<file path="src/rtl/acc_ctl_pkg.sv">
package acc_ctl_pkg;

  localparam int ALU_OP_W = 4;

  typedef enum logic [3:0] {
    ST_FETCH, ST_DECODE, ST_LIT_EX, ST_ACC_EX, ST_RDA_RD, ST_RDA_EX,
    ST_RDW_RD, ST_WR_SET, ST_WR_PULSE, ST_WR_HOLD, ST_JMP_LD, ST_JMP_SKIP
  } ctl_state_e;

  typedef enum logic [2:0] {
    GRP_LIT, GRP_ACC, GRP_REG, GRP_STORE, GRP_JUMP
  } op_group_e;

  typedef enum logic [2:0] {
    CND_ALWAYS, CND_Z, CND_NZ, CND_C, CND_NC, CND_NEVER
  } jcond_e;

  typedef enum logic [ALU_OP_W-1:0] {
    ALU_PASS_A = 4'd0, ALU_PASS_B = 4'd1, ALU_AND = 4'd2, ALU_OR = 4'd3,
    ALU_XOR = 4'd4, ALU_ADD = 4'd5, ALU_SUB = 4'd6, ALU_INC = 4'd7,
    ALU_DEC = 4'd8, ALU_NOT = 4'd9, ALU_ROL = 4'd10, ALU_ROR = 4'd11
  } alu_op_e;

  typedef struct packed {
    op_group_e grp;
    jcond_e    cond;
    alu_op_e   op;
    logic      bsel;
  } dec_s;

  typedef struct packed {
    logic alu_oe;
    logic ram_asel;
    logic pc_load;
    logic pc_inc;
    logic a_we;
    logic mdr_we;
    logic ir_we;
    logic flg_we;
    logic ram_rd_n;
    logic ram_wr_n;
  } ctl_s;

  localparam ctl_s CTL_IDLE = '{default: 1'b0, ram_rd_n: 1'b1, ram_wr_n: 1'b1};

  // opcode table
  localparam logic [4:0] OP_LDI = 5'h01, OP_ADI = 5'h02, OP_SBI = 5'h03,
                         OP_ANI = 5'h04, OP_ORI = 5'h05, OP_XRI = 5'h06;
  localparam logic [4:0] OP_LDR = 5'h08, OP_ADR = 5'h09, OP_SBR = 5'h0A,
                         OP_ANR = 5'h0B, OP_ORR = 5'h0C, OP_XRR = 5'h0D;
  localparam logic [4:0] OP_STA = 5'h10;
  localparam logic [4:0] OP_CPL = 5'h11, OP_INC = 5'h12, OP_DEC = 5'h13,
                         OP_RLC = 5'h14, OP_RRC = 5'h15;
  localparam logic [4:0] OP_JMP = 5'h18, OP_JZ = 5'h19, OP_JNZ = 5'h1A,
                         OP_JC = 5'h1B, OP_JNC = 5'h1C;

endpackage

</file>
<file path="src/rtl/acc_ctl_opdec.sv">
// Instruction-level decode: group, jump condition, ALU op, operand select.
module acc_ctl_opdec
  import acc_ctl_pkg::*;
#(
  parameter int OPC_W = 5
) (
  input  logic [OPC_W-1:0] opcode,
  output dec_s             dec
);

  function automatic dec_s mk(op_group_e g, jcond_e c, alu_op_e o);
    dec_s d;
    d.grp  = g;
    d.cond = c;
    d.op   = o;
    d.bsel = (g == GRP_REG);
    return d;
  endfunction

  always_comb begin
    case (opcode)
      OP_LDI:  dec = mk(GRP_LIT,   CND_NEVER,  ALU_PASS_B);
      OP_ADI:  dec = mk(GRP_LIT,   CND_NEVER,  ALU_ADD);
      OP_SBI:  dec = mk(GRP_LIT,   CND_NEVER,  ALU_SUB);
      OP_ANI:  dec = mk(GRP_LIT,   CND_NEVER,  ALU_AND);
      OP_ORI:  dec = mk(GRP_LIT,   CND_NEVER,  ALU_OR);
      OP_XRI:  dec = mk(GRP_LIT,   CND_NEVER,  ALU_XOR);
      OP_LDR:  dec = mk(GRP_REG,   CND_NEVER,  ALU_PASS_B);
      OP_ADR:  dec = mk(GRP_REG,   CND_NEVER,  ALU_ADD);
      OP_SBR:  dec = mk(GRP_REG,   CND_NEVER,  ALU_SUB);
      OP_ANR:  dec = mk(GRP_REG,   CND_NEVER,  ALU_AND);
      OP_ORR:  dec = mk(GRP_REG,   CND_NEVER,  ALU_OR);
      OP_XRR:  dec = mk(GRP_REG,   CND_NEVER,  ALU_XOR);
      OP_STA:  dec = mk(GRP_STORE, CND_NEVER,  ALU_PASS_A);
      OP_CPL:  dec = mk(GRP_ACC,   CND_NEVER,  ALU_NOT);
      OP_INC:  dec = mk(GRP_ACC,   CND_NEVER,  ALU_INC);
      OP_DEC:  dec = mk(GRP_ACC,   CND_NEVER,  ALU_DEC);
      OP_RLC:  dec = mk(GRP_ACC,   CND_NEVER,  ALU_ROL);
      OP_RRC:  dec = mk(GRP_ACC,   CND_NEVER,  ALU_ROR);
      OP_JMP:  dec = mk(GRP_JUMP,  CND_ALWAYS, ALU_PASS_A);
      OP_JZ:   dec = mk(GRP_JUMP,  CND_Z,      ALU_PASS_A);
      OP_JNZ:  dec = mk(GRP_JUMP,  CND_NZ,     ALU_PASS_A);
      OP_JC:   dec = mk(GRP_JUMP,  CND_C,      ALU_PASS_A);
      OP_JNC:  dec = mk(GRP_JUMP,  CND_NC,     ALU_PASS_A);
      // undefined codes act as a jump that is never taken
      default: dec = mk(GRP_JUMP,  CND_NEVER,  ALU_PASS_A);
    endcase
  end

endmodule

</file>
<file path="src/rtl/acc_ctl_next.sv">
// Next-state logic: sequential everywhere except out of decode.
module acc_ctl_next
  import acc_ctl_pkg::*;
(
  input  ctl_state_e state,
  input  op_group_e  grp,
  input  jcond_e     cond,
  input  logic       dst_sel,
  input  logic       flag_z,
  input  logic       flag_c,
  output ctl_state_e state_d
);

  logic take;

  always_comb begin
    case (cond)
      CND_ALWAYS: take = 1'b1;
      CND_Z:      take = flag_z;
      CND_NZ:     take = !flag_z;
      CND_C:      take = flag_c;
      CND_NC:     take = !flag_c;
      default:    take = 1'b0;
    endcase
  end

  always_comb begin
    case (state)
      ST_FETCH:    state_d = ST_DECODE;
      ST_DECODE: begin
        case (grp)
          GRP_LIT:   state_d = ST_LIT_EX;
          GRP_ACC:   state_d = ST_ACC_EX;
          GRP_REG:   state_d = dst_sel ? ST_RDW_RD : ST_RDA_RD;
          GRP_STORE: state_d = ST_WR_SET;
          default:   state_d = take ? ST_JMP_LD : ST_JMP_SKIP;
        endcase
      end
      ST_RDA_RD:   state_d = ST_RDA_EX;
      ST_RDW_RD:   state_d = ST_WR_SET;
      ST_WR_SET:   state_d = ST_WR_PULSE;
      ST_WR_PULSE: state_d = ST_WR_HOLD;
      default:     state_d = ST_FETCH;
    endcase
  end

endmodule

</file>
<file path="src/rtl/acc_ctl_outs.sv">
// Control values per state; only decode looks at the group.
module acc_ctl_outs
  import acc_ctl_pkg::*;
(
  input  ctl_state_e state,
  input  op_group_e  grp,
  output ctl_s       ctl
);

  always_comb begin
    ctl = CTL_IDLE;
    case (state)
      ST_FETCH:  ctl.ir_we  = 1'b1;
      ST_DECODE: ctl.pc_inc = (grp != GRP_JUMP);
      ST_LIT_EX, ST_ACC_EX, ST_RDA_EX: begin
        ctl.alu_oe = 1'b1;
        ctl.a_we   = 1'b1;
        ctl.flg_we = 1'b1;
      end
      ST_RDA_RD, ST_RDW_RD: begin
        ctl.ram_asel = 1'b1;
        ctl.ram_rd_n = 1'b0;
        ctl.mdr_we   = 1'b1;
      end
      ST_WR_SET: begin
        ctl.alu_oe   = 1'b1;
        ctl.ram_asel = 1'b1;
      end
      ST_WR_PULSE: begin
        ctl.alu_oe   = 1'b1;
        ctl.ram_asel = 1'b1;
        ctl.ram_wr_n = 1'b0;
      end
      ST_WR_HOLD: begin
        ctl.alu_oe   = 1'b1;
        ctl.ram_asel = 1'b1;
        ctl.flg_we   = 1'b1;
      end
      ST_JMP_LD:   ctl.pc_load = 1'b1;
      ST_JMP_SKIP: ctl.pc_inc  = 1'b1;
      default:     ctl = CTL_IDLE;
    endcase
  end

endmodule

</file>
<file path="src/rtl/acc_ctl_top.sv">
module acc_ctl_top
  import acc_ctl_pkg::*;
#(
  parameter int OPC_W = 5
) (
  input  logic                clk,
  input  logic                rst_n,
  input  logic [OPC_W-1:0]    opcode,
  input  logic                dst_sel,
  input  logic                flag_z,
  input  logic                flag_c,
  output logic [ALU_OP_W-1:0] alu_op,
  output logic                alu_bsel,
  output logic                alu_oe,
  output logic                ram_asel,
  output logic                ram_rd_n,
  output logic                ram_wr_n,
  output logic                pc_load,
  output logic                pc_inc,
  output logic                a_we,
  output logic                mdr_we,
  output logic                ir_we,
  output logic                flg_we
);

  dec_s       dec;
  ctl_state_e state_q, state_d;
  ctl_s       ctl_raw, ctl_o;

  acc_ctl_opdec #(.OPC_W(OPC_W)) u_opdec (
    .opcode (opcode),
    .dec    (dec)
  );

  acc_ctl_next u_next (
    .state   (state_q),
    .grp     (dec.grp),
    .cond    (dec.cond),
    .dst_sel (dst_sel),
    .flag_z  (flag_z),
    .flag_c  (flag_c),
    .state_d (state_d)
  );

  acc_ctl_outs u_outs (
    .state (state_q),
    .grp   (dec.grp),
    .ctl   (ctl_raw)
  );

  // state register on the falling edge; datapath captures on the rising edge
  always_ff @(negedge clk or negedge rst_n) begin
    if (!rst_n) state_q <= ST_FETCH;
    else        state_q <= state_d;
  end

  // reset holds every control inactive
  assign ctl_o    = rst_n ? ctl_raw : CTL_IDLE;
  assign alu_op   = dec.op;
  assign alu_bsel = dec.bsel;
  assign alu_oe   = ctl_o.alu_oe;
  assign ram_asel = ctl_o.ram_asel;
  assign ram_rd_n = ctl_o.ram_rd_n;
  assign ram_wr_n = ctl_o.ram_wr_n;
  assign pc_load  = ctl_o.pc_load;
  assign pc_inc   = ctl_o.pc_inc;
  assign a_we     = ctl_o.a_we;
  assign mdr_we   = ctl_o.mdr_we;
  assign ir_we    = ctl_o.ir_we;
  assign flg_we   = ctl_o.flg_we;

  always @(posedge clk) begin
    if (!rst_n) begin
      assert_reset_idle_R1: assert (!a_we && !mdr_we && !ir_we && !flg_we && !pc_load &&
                                    !pc_inc && !alu_oe && ram_rd_n && ram_wr_n)
        else $error("controls active during reset");
    end
  end

  assert_fetch_decode_R2: assert property (@(posedge clk) disable iff (!rst_n)
    (state_q == ST_FETCH) |=> (state_q == ST_DECODE))
    else $error("fetch not followed by decode");

  assert_strobe_setup_R6: assert property (@(posedge clk) disable iff (!rst_n)
    $fell(ram_wr_n) |-> $past(alu_oe && ram_asel && ram_wr_n))
    else $error("write strobe without setup state");

  assert_strobe_hold_R6: assert property (@(posedge clk) disable iff (!rst_n)
    $rose(ram_wr_n) |-> (alu_oe && ram_asel))
    else $error("write strobe without hold state");

  assert_pc_excl_R7: assert property (@(posedge clk) disable iff (!rst_n)
    !(pc_load && pc_inc))
    else $error("pc load and increment together");

  assert_pcload_after_decode_R7: assert property (@(posedge clk) disable iff (!rst_n)
    pc_load |-> ($past(state_q) == ST_DECODE))
    else $error("pc load not directly after decode");

  assert_bus_excl_R8: assert property (@(posedge clk) disable iff (!rst_n)
    !(alu_oe && !ram_rd_n))
    else $error("ALU and RAM both drive the bus");

endmodule

</file>
<file path="config.mk">
export PLATFORM = sky130hd
export DESIGN_NAME = acc_ctl_top
export DESIGN_NICKNAME = d
export VERILOG_FILES = /design/src/rtl/acc_ctl_pkg.sv /design/src/rtl/acc_ctl_opdec.sv /design/src/rtl/acc_ctl_next.sv /design/src/rtl/acc_ctl_outs.sv /design/src/rtl/acc_ctl_top.sv
export SDC_FILE = /design/constraint.sdc
export NUM_CORES = 1
export LEC_CHECK = 0
export BUFFER_PORTS_ARGS = -buffer_cell sky130_fd_sc_hd__buf_2
export CAP_MARGIN = 0
export CORE_AREA = 2 2 57 59
export CTS_CLUSTER_DIAMETER = 150
export CTS_CLUSTER_SIZE = 30
export DETAILED_ROUTE_END_ITERATION = 10
export DIE_AREA = 0 0 59 61
export GPL_ROUTABILITY_DRIVEN = 0
export PLACE_DENSITY_LB_ADDON = 0.08
export RECOVER_POWER = 50
export SLEW_MARGIN = 5
export SYNTH_ARGS = -nofsm -noshare
export SYNTH_HDL_FRONTEND = slang
export SYNTH_SLANG_ARGS = --single-unit
</file>
<file path="constraint.sdc">
create_clock -name clk -period 2.2 [get_ports clk]
set_clock_uncertainty 0.2 [all_clocks]
set_input_delay 0.55 -clock clk [delete_from_list [all_inputs] [get_ports clk]]
set_output_delay 0.55 -clock clk [all_outputs]
set_load 0.1 [all_outputs]
</file>
==> summary.txt <==
Status
  • Status: complete, but fails checks
  • Failing checks: negative setup slack

Timing
  • RSZ-0062 raised after global routing: yes
  • Final Max Slew Viols: 0
  • Slew margin rel.: 0.791
  • # setup viols final: 17
  • Worst-margin pin slew: 314 ps
  • Worst Slack Setup Final: -1120 ps
  • Hold Violations, Final: 0

Route
  • Post-DR wirelength/cell: 13.8 um
  • Via count: 1007
  • DRT Wirelength: 2.85 mm
  • Number of antenna-violating nets in the routed design: 0
  • DRT iter0 DRCs: 23
  • Post-detailed-route via-to-cell ratio: 4.86
  • Drc violations: 0
  • Drt pass-1 iters: 4

Final layout
  • Ant. Diodes: 0
  • Largest register FFs: 4
  • Post-route insts no fill: 207
  • FILL cells: 251
  • Nets: 190
  • Area grow syn2layout: 174%
  • Share of layout cells above drive strength 1: 0.759
  • Top flop regs: state_q (4)
  • Largest Register: state_q

Setup path
  • Startpoint Class: flop
  • Setup crit end kind: output port
  • Critical R2R Launch: state_q[0]$_DFF_NN0_
  • CP Class: reg2out
  • Worst Path Arrival: 2570 ps
  • Crit path max fanout: 6
  • Data required, critical path: 1450 ps
  • Worst setup startpoint: state_q[2]$_DFF_NN0_

Logic synthesis
  • Synth Register Bits: 4
  • Syn Nets: 114
  • Synth top area share: 0.138
  • Mapped Avg Cell Area: 7.24 um2
  • Cell variety after synth: 34
  • Ys Warns: 0
  • Post-Synthesis Cells: 100
  • Synth top cells by count: a21oi_1, nand2_1, nor2_1
  • Post-synth top flop: dfrtn_1
  • Synth top area cells: dfrtn_1, ha_1, nand2b_1
  • Seq/Total Area, Yosys: 0.138
  • Mapped Area: 724 um2
  • Async set-reset flop share out of synthesis: 1.00
  • Synth area leader: dfrtn_1
  • Post-synth EDFFs: 0

Global routing
  • Largest net degree at the start of global routing: 12
  • First-pass GRT wire length: 4.68 mm
  • Overflow after GRT: 0
  • Vias in the first global route: 1077
  • Total GRT Usage: 0.174
  • Initial antenna violation count: 0

Die
  • Die height: 61 um
  • Die Span X: 59 um
  • Ports: 25
  • Die Footprint: 3600 um2
  • Core area: 2950 um2
  • Row Count: 20
  • Initial core utilization: 0.245

Placed design
  • Pre-CTS WS: -894 ps
  • Final HPWL DP: 1.91 mm
  • Port bufs: 24
  • Dpl cells: 185

Power
  • Pwr dens: 945 nW/um2
  • Overall power: 1.88 mW
  • Peak supply drop: 317 uV
  • Pleak: 0.862 nW

Hold path
  • Hold wc startpoint: state_q[3]$_DFF_NN0_
  • Hold WC Path Type: reg2reg

Clock network
  • CTS tree: yes
  • Post-CTS Hold Fix Bufs: 0
  • CTS Buf Count: 3
  • Clk sink count: 4
  • H-Tree Depth: 1
  • Root Driver: clkbuf_4
  • Clk_lat worst skew: 250 ps
  • Clock transition at path regs: 30 ps
  • CTS max path bufs: 2

Flow run
  • Max Cap Viol: 0
[path summary, 6_finish.rpt]
check / endpoint / slack (ps) / cells past startpoint
max in group asynchronous: state_q[1]$_DFF_NN0_ / 490 / 2
worst max register to register: state_q[0]$_DFF_NN0_ / 600 / 6
worst max-delay path: pc_inc / -1120 / 5
worst min-delay path: state_q[1]$_DFF_NN0_ / 390 / 2
worst min register to register: state_q[1]$_DFF_NN0_ / 390 / 2
min in group asynchronous: state_q[3]$_DFF_NN0_ / 1170 / 2
[what timing repair did]
action | in CTS | in global routing
setup endpoints to repair | 18 | 18
gates resized for setup | 54 | 11
pin swaps | 20 | 13
buffers inserted | 14 | 6
[stage by stage]
stage	TNS (ps)	hold WS (ps)	instance area [um2]	util
after floorplan	-11520	313	980	-
after global placement	-11540	395	1540	0.522
after detailed placement	-11950	413	1540	0.522
after CTS	-12500	366	1890	0.639
after global routing	-13470	431	1990	0.673
final	-12630	386	1990	0.673
[layout make-up]
class / instances / area (um2) / share of cell area
repair buffers: 79 / 902 / 0.454
multi-input cells: 83 / 882 / 0.444
flip-flops and latches: 4 / 100 / 0.0504
well taps: 33 / 41.3 / 0.0208
inverters: 5 / 38.8 / 0.0195
clock buffers: 3 / 22.5 / 0.0113
[per-layer routing]
metal | part of all wire | GRT usage
met1 | 0.36 | 0.167
met2 | 0.60 | 0.346
met3 | 0.014 | 0.0256
met4 | 0.025 | 0.104
met5 | 0 | 0
[worst max-delay path: stages (launching register included)]
cell and delay (ps):
dfrtn_1 350, buf_6 140, nand3b_1 190, buf_4 160
a2bb2o_4 210, buf_12 160
[cells in the final DEF, fill, tap and decap left out, types with 4 or more instances in the layout]
cell type  instances
buf_4             41
buf_2              4
buf_6             11
o21ai_1            5
a21oi_1            4
nand2b_1           5
nand2_1            7
dfrtn_1            4
nor2_4             5
buf_12            21
[power by group]
part	internal, mW	leakage (nW)	switching (mW)
clock network	0.0611	0.0138	0.0312
logic	0.800	0.797	0.848
registers	0.107	0.0513	0.0291
total	0.968	0.862	0.909
[logic make-up (layout without fill, tap and decap cells)]
group,Yosys count,count (layout),share of synthesized area
AND/OR/NAND/NOR,44,44,0.340
XOR/XNOR,1,1,0.0121
adder cells (fa/ha/maj),4,4,0.0691
AO/OA/AOI/OAI,30,30,0.290
multiplexers,4,4,0.0553
buffers and inverters,13,87,0.0950
flip-flops,4,4,0.138
Note: power is estimated with default switching activity, not from simulation.
